## src/rtl/arb_tree_pkg.sv

```systemverilog
package arb_tree_pkg;

  // Width of a binary index able to address n positions (at least one bit).
  function automatic int unsigned idx_w(int unsigned n);
    return (n > 1) ? $clog2(n) : 1;
  endfunction

endpackage

```

## src/rtl/arb_leaf_sel.sv

```systemverilog
// Small flat fixed-priority select: lowest set bit wins.
module arb_leaf_sel #(
  parameter int W = 5
) (
  input  logic [W-1:0] req_i,
  output logic [W-1:0] sel_o,
  output logic         any_o
);

  logic blocked;

  always_comb begin
    sel_o   = '0;
    blocked = 1'b0;
    for (int i = 0; i < W; i++) begin
      sel_o[i] = req_i[i] & ~blocked;
      blocked  = blocked | req_i[i];
    end
    any_o = blocked;
  end

endmodule

```

## src/rtl/arb_oh_enc.sv

```systemverilog
// One-hot to binary encoder built as an OR of constants.
module arb_oh_enc
  import arb_tree_pkg::*;
#(
  parameter  int W  = 5,
  localparam int LW = idx_w(W)
) (
  input  logic [W-1:0]  oh_i,
  output logic [LW-1:0] bin_o
);

  always_comb begin
    bin_o = '0;
    for (int i = 0; i < W; i++) begin
      bin_o = bin_o | (oh_i[i] ? LW'(i) : '0);
    end
  end

endmodule

```

## src/rtl/arb_tree_core.sv

```systemverilog
// Two-level arbitration: group-local select, then select among groups.
module arb_tree_core
  import arb_tree_pkg::*;
#(
  parameter  int NUM_REQ  = 27,
  parameter  int GRP_SIZE = 5,
  localparam int NUM_GRP  = (NUM_REQ + GRP_SIZE - 1) / GRP_SIZE,
  localparam int IDX_W    = idx_w(NUM_REQ)
) (
  input  logic [NUM_REQ-1:0] req_i,
  output logic [NUM_REQ-1:0] gnt_o,
  output logic               valid_o,
  output logic [IDX_W-1:0]   idx_o
);

  logic [NUM_GRP-1:0] grp_any;
  logic [NUM_GRP-1:0] grp_sel;
  logic [IDX_W-1:0]   cand_gated [NUM_GRP];

  // Second level: lowest-numbered busy group wins.
  arb_leaf_sel #(.W(NUM_GRP)) u_grp_sel (
    .req_i (grp_any),
    .sel_o (grp_sel),
    .any_o (valid_o)
  );

  for (genvar g = 0; g < NUM_GRP; g++) begin : g_grp
    // The last group only holds the lines that are left over.
    localparam int GW   = (g == NUM_GRP - 1) ? (NUM_REQ - g * GRP_SIZE) : GRP_SIZE;
    localparam int LW   = idx_w(GW);
    localparam int BASE = g * GRP_SIZE;

    logic [GW-1:0] loc_sel;
    logic [LW-1:0] loc_idx;
    logic          loc_any;

    arb_leaf_sel #(.W(GW)) u_loc_sel (
      .req_i (req_i[BASE +: GW]),
      .sel_o (loc_sel),
      .any_o (loc_any)
    );

    arb_oh_enc #(.W(GW)) u_loc_enc (
      .oh_i  (loc_sel),
      .bin_o (loc_idx)
    );

    assign grp_any[g]           = loc_any;
    assign gnt_o[BASE +: GW]    = loc_sel & {GW{grp_sel[g]}};
    // Group offset added in parallel with the group-level select.
    assign cand_gated[g]        = grp_sel[g] ? (IDX_W'(BASE) + IDX_W'(loc_idx)) : '0;
  end

  always_comb begin
    idx_o = '0;
    for (int g = 0; g < NUM_GRP; g++) begin
      idx_o = idx_o | cand_gated[g];
    end
  end

endmodule

```

## src/rtl/irq_tree_arb.sv

```systemverilog
// Top: grouped fixed-priority arbiter with optional I/O registers.
module irq_tree_arb
  import arb_tree_pkg::*;
#(
  parameter  int NUM_REQ  = 27,
  parameter  int GRP_SIZE = 5,
  parameter  bit REG_IO   = 1'b0,
  localparam int IDX_W    = idx_w(NUM_REQ)
) (
  input  logic               clk_i,
  input  logic               rst_ni,
  input  logic [NUM_REQ-1:0] req_i,
  output logic [NUM_REQ-1:0] gnt_o,
  output logic               valid_o,
  output logic [IDX_W-1:0]   idx_o
);

  logic [NUM_REQ-1:0] core_req;
  logic [NUM_REQ-1:0] core_gnt;
  logic               core_valid;
  logic [IDX_W-1:0]   core_idx;

  arb_tree_core #(
    .NUM_REQ  (NUM_REQ),
    .GRP_SIZE (GRP_SIZE)
  ) u_core (
    .req_i   (core_req),
    .gnt_o   (core_gnt),
    .valid_o (core_valid),
    .idx_o   (core_idx)
  );

  if (REG_IO) begin : g_reg
    logic [NUM_REQ-1:0] req_d,   req_q;
    logic [NUM_REQ-1:0] gnt_d,   gnt_q;
    logic               valid_d, valid_q;
    logic [IDX_W-1:0]   idx_d,   idx_q;

    // Next-state
    always_comb begin
      req_d   = req_i;
      gnt_d   = core_gnt;
      valid_d = core_valid;
      idx_d   = core_idx;
    end

    // Registers
    always_ff @(posedge clk_i or negedge rst_ni) begin
      if (!rst_ni) begin
        req_q   <= '0;
        gnt_q   <= '0;
        valid_q <= 1'b0;
        idx_q   <= '0;
      end else begin
        req_q   <= req_d;
        gnt_q   <= gnt_d;
        valid_q <= valid_d;
        idx_q   <= idx_d;
      end
    end

    assign core_req = req_q;
    assign gnt_o    = gnt_q;
    assign valid_o  = valid_q;
    assign idx_o    = idx_q;
  end else begin : g_comb
    assign core_req = req_i;
    assign gnt_o    = core_gnt;
    assign valid_o  = core_valid;
    assign idx_o    = core_idx;
  end

endmodule

```

## config.mk

```make
export PLATFORM = sky130hd
export DESIGN_NAME = irq_tree_arb
export DESIGN_NICKNAME = d
export VERILOG_FILES = /design/src/rtl/arb_tree_pkg.sv /design/src/rtl/arb_leaf_sel.sv /design/src/rtl/arb_oh_enc.sv /design/src/rtl/arb_tree_core.sv /design/src/rtl/irq_tree_arb.sv
export SDC_FILE = /design/constraint.sdc
export NUM_CORES = 1
export LEC_CHECK = 0
export BUFFER_PORTS_ARGS = -buffer_cell sky130_fd_sc_hd__clkbuf_2
export CORE_ASPECT_RATIO = 1.25
export CORE_MARGIN = 2
export CORE_UTILIZATION = 41
export DETAILED_ROUTE_END_ITERATION = 6
export PLACE_DENSITY_LB_ADDON = 0.12
export REMOVE_ABC_BUFFERS = 1
export SLEW_MARGIN = 20
export SYNTH_ARGS = -nofsm -noshare
export SYNTH_HDL_FRONTEND = slang
export SYNTH_SLANG_ARGS = --single-unit
```

## constraint.sdc

```tcl
create_clock -name vclk -period 3.85
set_input_delay 1.155 -clock vclk [all_inputs]
set_output_delay 1.155 -clock vclk [all_outputs]
set_load 0.02 [all_outputs]
```

=== After elaboration in Yosys (flattened, before gate mapping) ===
Cells that the tools add are included.

* Register bits after elaboration: 0

* Mux-type cells: 27
* Bitwise logic cells: 104
* $add $sub $neg: 5

{| class="wikitable"
|+ Operators with widths
! cell !! number
|-
| $or A3 B3 Y3 || 10
|-
| $and A1 B1 Y1 || 26
|-
| $not A1 Y1 || 26
|-
| $or A1 B1 Y1 || 26
|-
| $and A5 B5 Y5 || 5
|-
| $mux W5 || 5
|-
| $or A5 B5 Y5 || 5
|-
| $mux W2 || 10
|-
| $mux W3 || 6
|-
| $add A4 B3 Y5 const A || 2
|-
| $or A1 B2 Y2 || 5
|-
| $mux W1 || 6
|-
| $add A4 B2 Y5 const A || 1
|-
| $add A5 B3 Y5 const A || 1
|-
| $add A3 B3 Y4 const A || 1
|-
| $and A2 B2 Y2 || 1
|}

=== Depth between registers and ports, before layout ===
* Word-level depth: 14
* Gate-level depth with buffers: 8
* Mapped depth without buffers: 8

=== Modules after synthesis ===
From an unflattened synthesis, not the netlist that was laid out.

* Cell total of the unflattened synthesis: 125
* Area total of the unflattened synthesis: 883.3 um^2

{| class="wikitable"
|+ By module, submodules not included
! module !! instances !! cells each !! area each (um^2)
|-
| arb_tree_core || 1 || 62 || 417.9
|-
| arb_leaf_sel at u_core.g_grp[0].u_loc_sel ... || 5 || 7 || 55.1
|-
| arb_oh_enc at u_core.g_grp[0].u_loc_enc ... || 5 || 3 || 20.0
|-
| arb_leaf_sel at u_core.u_grp_sel || 1 || 9 || 62.6
|-
| arb_leaf_sel at u_core.g_grp[5].u_loc_sel || 1 || 3 || 20.0
|-
| arb_oh_enc at u_core.g_grp[5].u_loc_enc || 1 || 1 || 7.5
|}

=== Least setup slack after synthesis ===
OpenSTA, ideal clock, no wires.

* Path kind: input -> output
* From: input port req_i[7]
* To: output port idx_o[3]
* Arrival time: 2.760 ns
* Path slack: -0.065 ns
* Stages: 4
* Cells stage by stage: or4_4 nor4_4 nand4_1 o21ai_0

* Word-level cells in the longest chain between the ends: 13
* Elaborated cells on any way between the ends: 38
* Those cells by class: 1 x add/sub; 8 x mux; 29 x bitwise

{| class="wikitable"
|+ Ends and longest elaborated chain
! what !! RTL line !! source
|-
| start, declared || irq_tree_arb.sv:12 || <nowiki>input logic [NUM_REQ-1:0] req_i,</nowiki>
|-
| $or A1 B1 Y1 || arb_leaf_sel.sv:17 || <nowiki>blocked = blocked | req_i[i];</nowiki>
|-
| $not A1 Y1 or $or A1 B1 Y1 (tied branches) || arb_leaf_sel.sv:16, arb_leaf_sel.sv:17 ||
|-
| $and A1 B1 Y1 or $not A1 Y1 (tied branches) || arb_leaf_sel.sv:16 || <nowiki>sel_o[i] = req_i[i] & ~blocked;</nowiki>
|-
| $mux W2 or $and A1 B1 Y1 (tied branches) || arb_oh_enc.sv:15, arb_leaf_sel.sv:16 ||
|-
| $or A3 B3 Y3 or $mux W3 (tied branches) || arb_oh_enc.sv:15 || <nowiki>bin_o = bin_o | (oh_i[i] ? LW'(i) : '0);</nowiki>
|-
| $or A3 B3 Y3 || arb_oh_enc.sv:15 ||
|-
| $add A3 B3 Y4 || arb_tree_core.sv:51 || <nowiki>assign cand_gated[g] = grp_sel[g] ? (IDX_W'(BASE) + IDX_W'(loc_idx)) : '0;</nowiki>
|-
| $mux W5 || arb_tree_core.sv:51 ||
|-
| $or A5 B5 Y5 (4 in series) || arb_tree_core.sv:57 || <nowiki>idx_o = idx_o | cand_gated[g];</nowiki>
|-
| $or A5 B5 Y5 * || arb_tree_core.sv:57 ||
|-
| end, declared || irq_tree_arb.sv:15 || <nowiki>output logic [IDX_W-1:0] idx_o</nowiki>
|}

Mark *: on every way between the ends. The rest lies on a longest branch, timed or not.

=== Final worst setup path ===
* From: input port req_i[0]
* To: output port gnt_o[21]

* Word-level cells in the longest chain between the ends: 10

{| class="wikitable"
|+ Ends and longest elaborated chain
! what !! RTL line !! source
|-
| $or A1 B1 Y1 (7 in series) || arb_leaf_sel.sv:17 ||
|-
| $not A1 Y1 || arb_leaf_sel.sv:16 ||
|-
| $and A1 B1 Y1 || arb_leaf_sel.sv:16 ||
|-
| $and A5 B5 Y5 || arb_tree_core.sv:49 || <nowiki>assign gnt_o[BASE +: GW] = loc_sel & {GW{grp_sel[g]}};</nowiki>
|-
| end, declared || irq_tree_arb.sv:13 || <nowiki>output logic [NUM_REQ-1:0] gnt_o,</nowiki>
|}

Every way passes these cells.

==> impl_metrics.ini <==
[run_status]
status = complete, but fails checks
violations = negative setup slack

[placement]
place_area_sq_mm = 0.001181
gp_congestion = 0.8115
portBuffers = 60
dp_hpwl_mm = 2.072

[timing]
fmax_ghz = 0.2555
finalWorstSetupSlack_ps = -63.81
rsz0062_at_grt = true
timing.final.crit_share_pct = 101.7
drv_slew = 0
setup_violations = 9
period_needed_ps = 3914
relSlewSlack_pct = 75.48
tns_ps = -358.5
worstMarginPinSlew_ps = 365.0
final_hold_viol_count = 0

[min_path]
hold_path_end = gnt_o[13]
hold_start = req_i[11]
hold_path_class = in2out
holdPathStages = 3

[worst_setup_path]
crit_arrival_ps = 2760
cp-end-kind = output pin
startpoint = req_i[0]
crit_type = in2out
path_max_fanout = 5
critPathRequiredTime_ps = 2690
cp-start-kind = input pin

[detailed_routing]
wl_mm = 2.720
via_per_inst = 5.458
drc = 0
vias = 1168
postRouteAntennaNets = 0
firstDrtPassIters = 4
first_iter_violations = 18
wire_per_inst_microns = 12.71

[final_layout]
syn2layout_area_growth_pct = 89.57
final_nets = 231
seq_area_sq_um = 0
fillCellCount = 107
nClkBuffers = 0
design_area_sq_mm = 0.001364
drive_above_1_share_pct = 56.12
antenna_cells = 0
layout_common_cells = 38 x clkbuf_2, 32 x buf_4, 16 x nor2_1
nFlopsAndLatches = 0
final_common_cell = clkbuf_2

[yosys]
synth.distinct_cells = 35
yosysSeqAreaShare_pct = 0
netlist_area_sq_um = 719.4
synth_area_leaders = nor2_1 11%, ha_1 7.0%, nand2_1 6.3%
synth_top_area_cell = nor2_1
synth_top_cell_area_share_pct = 11.48
syn-instance-count = 114
synth.avg_cell_area_sq_um = 6.311
yosys_warnings = 0

[cts]
cts_hold_buf = 0

[global_routing]
antenna_found_initial = 0
grt_pass1_wl_mm = 4.333
grt_pass1_vias = 1093
track_usage_pct = 24.37
grt_overflow = 0
grt_max_degree = 8

[floorplanning]
dieArea_sq_mm = 0.002108
ios = 62
rows = 16
start_util_pct = 44.92
die_h_microns = 50.84
die_x_microns = 41.47
core_sq_mm = 0.001602

[power_and_ir_drop]
p_per_area_mw_per_mm2 = 63.07
worst_ir_drop_vdd_mv = 0.04362
p_leak_nw = 0.6736

[flow_run]
cap_violations = 0
[worst max path at each step]
| stage | slack [ps] | to | cells past startpoint |
|---|---|---|---|
| final | -60 | gnt_o[21] | 8 |
| after detailed placement | -120 | gnt_o[22] | 7 |
| after CTS | -100 | gnt_o[22] | 7 |
| after global routing | -170 | gnt_o[23] | 7 |
| after global placement | -90 | gnt_o[22] | 7 |
| after floorplan | -60 | idx_o[3] | 4 |
[timing repair]
item	4_1_cts	5_1_grt
setup buffers	4	0
cloned	0	0
resized for setup	23	39
endpoints found under the hold margin	0	0
pin swaps	9	3
endpoints found under the setup margin	16	23
[synthesized netlist by cell type, drive strengths merged, types with 4 or more instances]
cell    n
nand2  12
ha      4
inv     8
a21oi   6
nor2b   4
nor4    7
and3    7
o21ai   9
nor3    7
nor2   22
[worst max-delay path: stages]
cell	delay [ps]
buf_6	90
or4_4	550
nor4_4	210
buf_4	180
nand3_4	110
buf_6	150
nor3b_2	140
buf_4	160
[cell families after synthesis]
logic type,count (synthesis),synth area share (%)
AND/OR/NAND/NOR,76,66.78
AO/OA/AOI/OAI,24,20.18
buffers and inverters,9,4.695
adder cells (fa/ha/maj),4,6.957
multiplexers,1,1.391
[stage by stage]
step	cells	util [%]	total power, mW	setup slack [ps]	hold WS, ps
finish	214	85.16	0.08602	-63.81	2612
global route	214	85.16	0.09488	-168.0	2632
CTS	214	80.55	0.08186	-102.6	2618
detailed placement	210	73.75	0.07837	-119.6	2606
global placement	210	73.75	0.07609	-90.71	2594
floorplan	113	-	0.03344	-64.67	2310
[layer usage]
metal	up-vias	GRT usage [%]	wire (microns)	part of all wire (%)
li1	593	-	-	-
met1	528	28.72	1030	38
met2	41	48.44	1487	55
met3	6	1.413	150	5.5
met4	0	3.226	51	1.9
met5	-	0	0	0
[where the power goes]
group          internal (mW)  total [mW]  switching [mW]
registers                  0           0               0
clock network              0           0               0
logic                 0.0377      0.0860          0.0483
total                 0.0377      0.0860          0.0483
[layout make-up]
type	instances	area (sq um)	share of cell area [%]
timing repair buffer	83	554.3	40.64
tap	18	22.52	1.651
multi-input combinational	105	757.0	55.50
inverter	8	30.03	2.202
No activity file was read; power rests on OpenSTA's default activity.
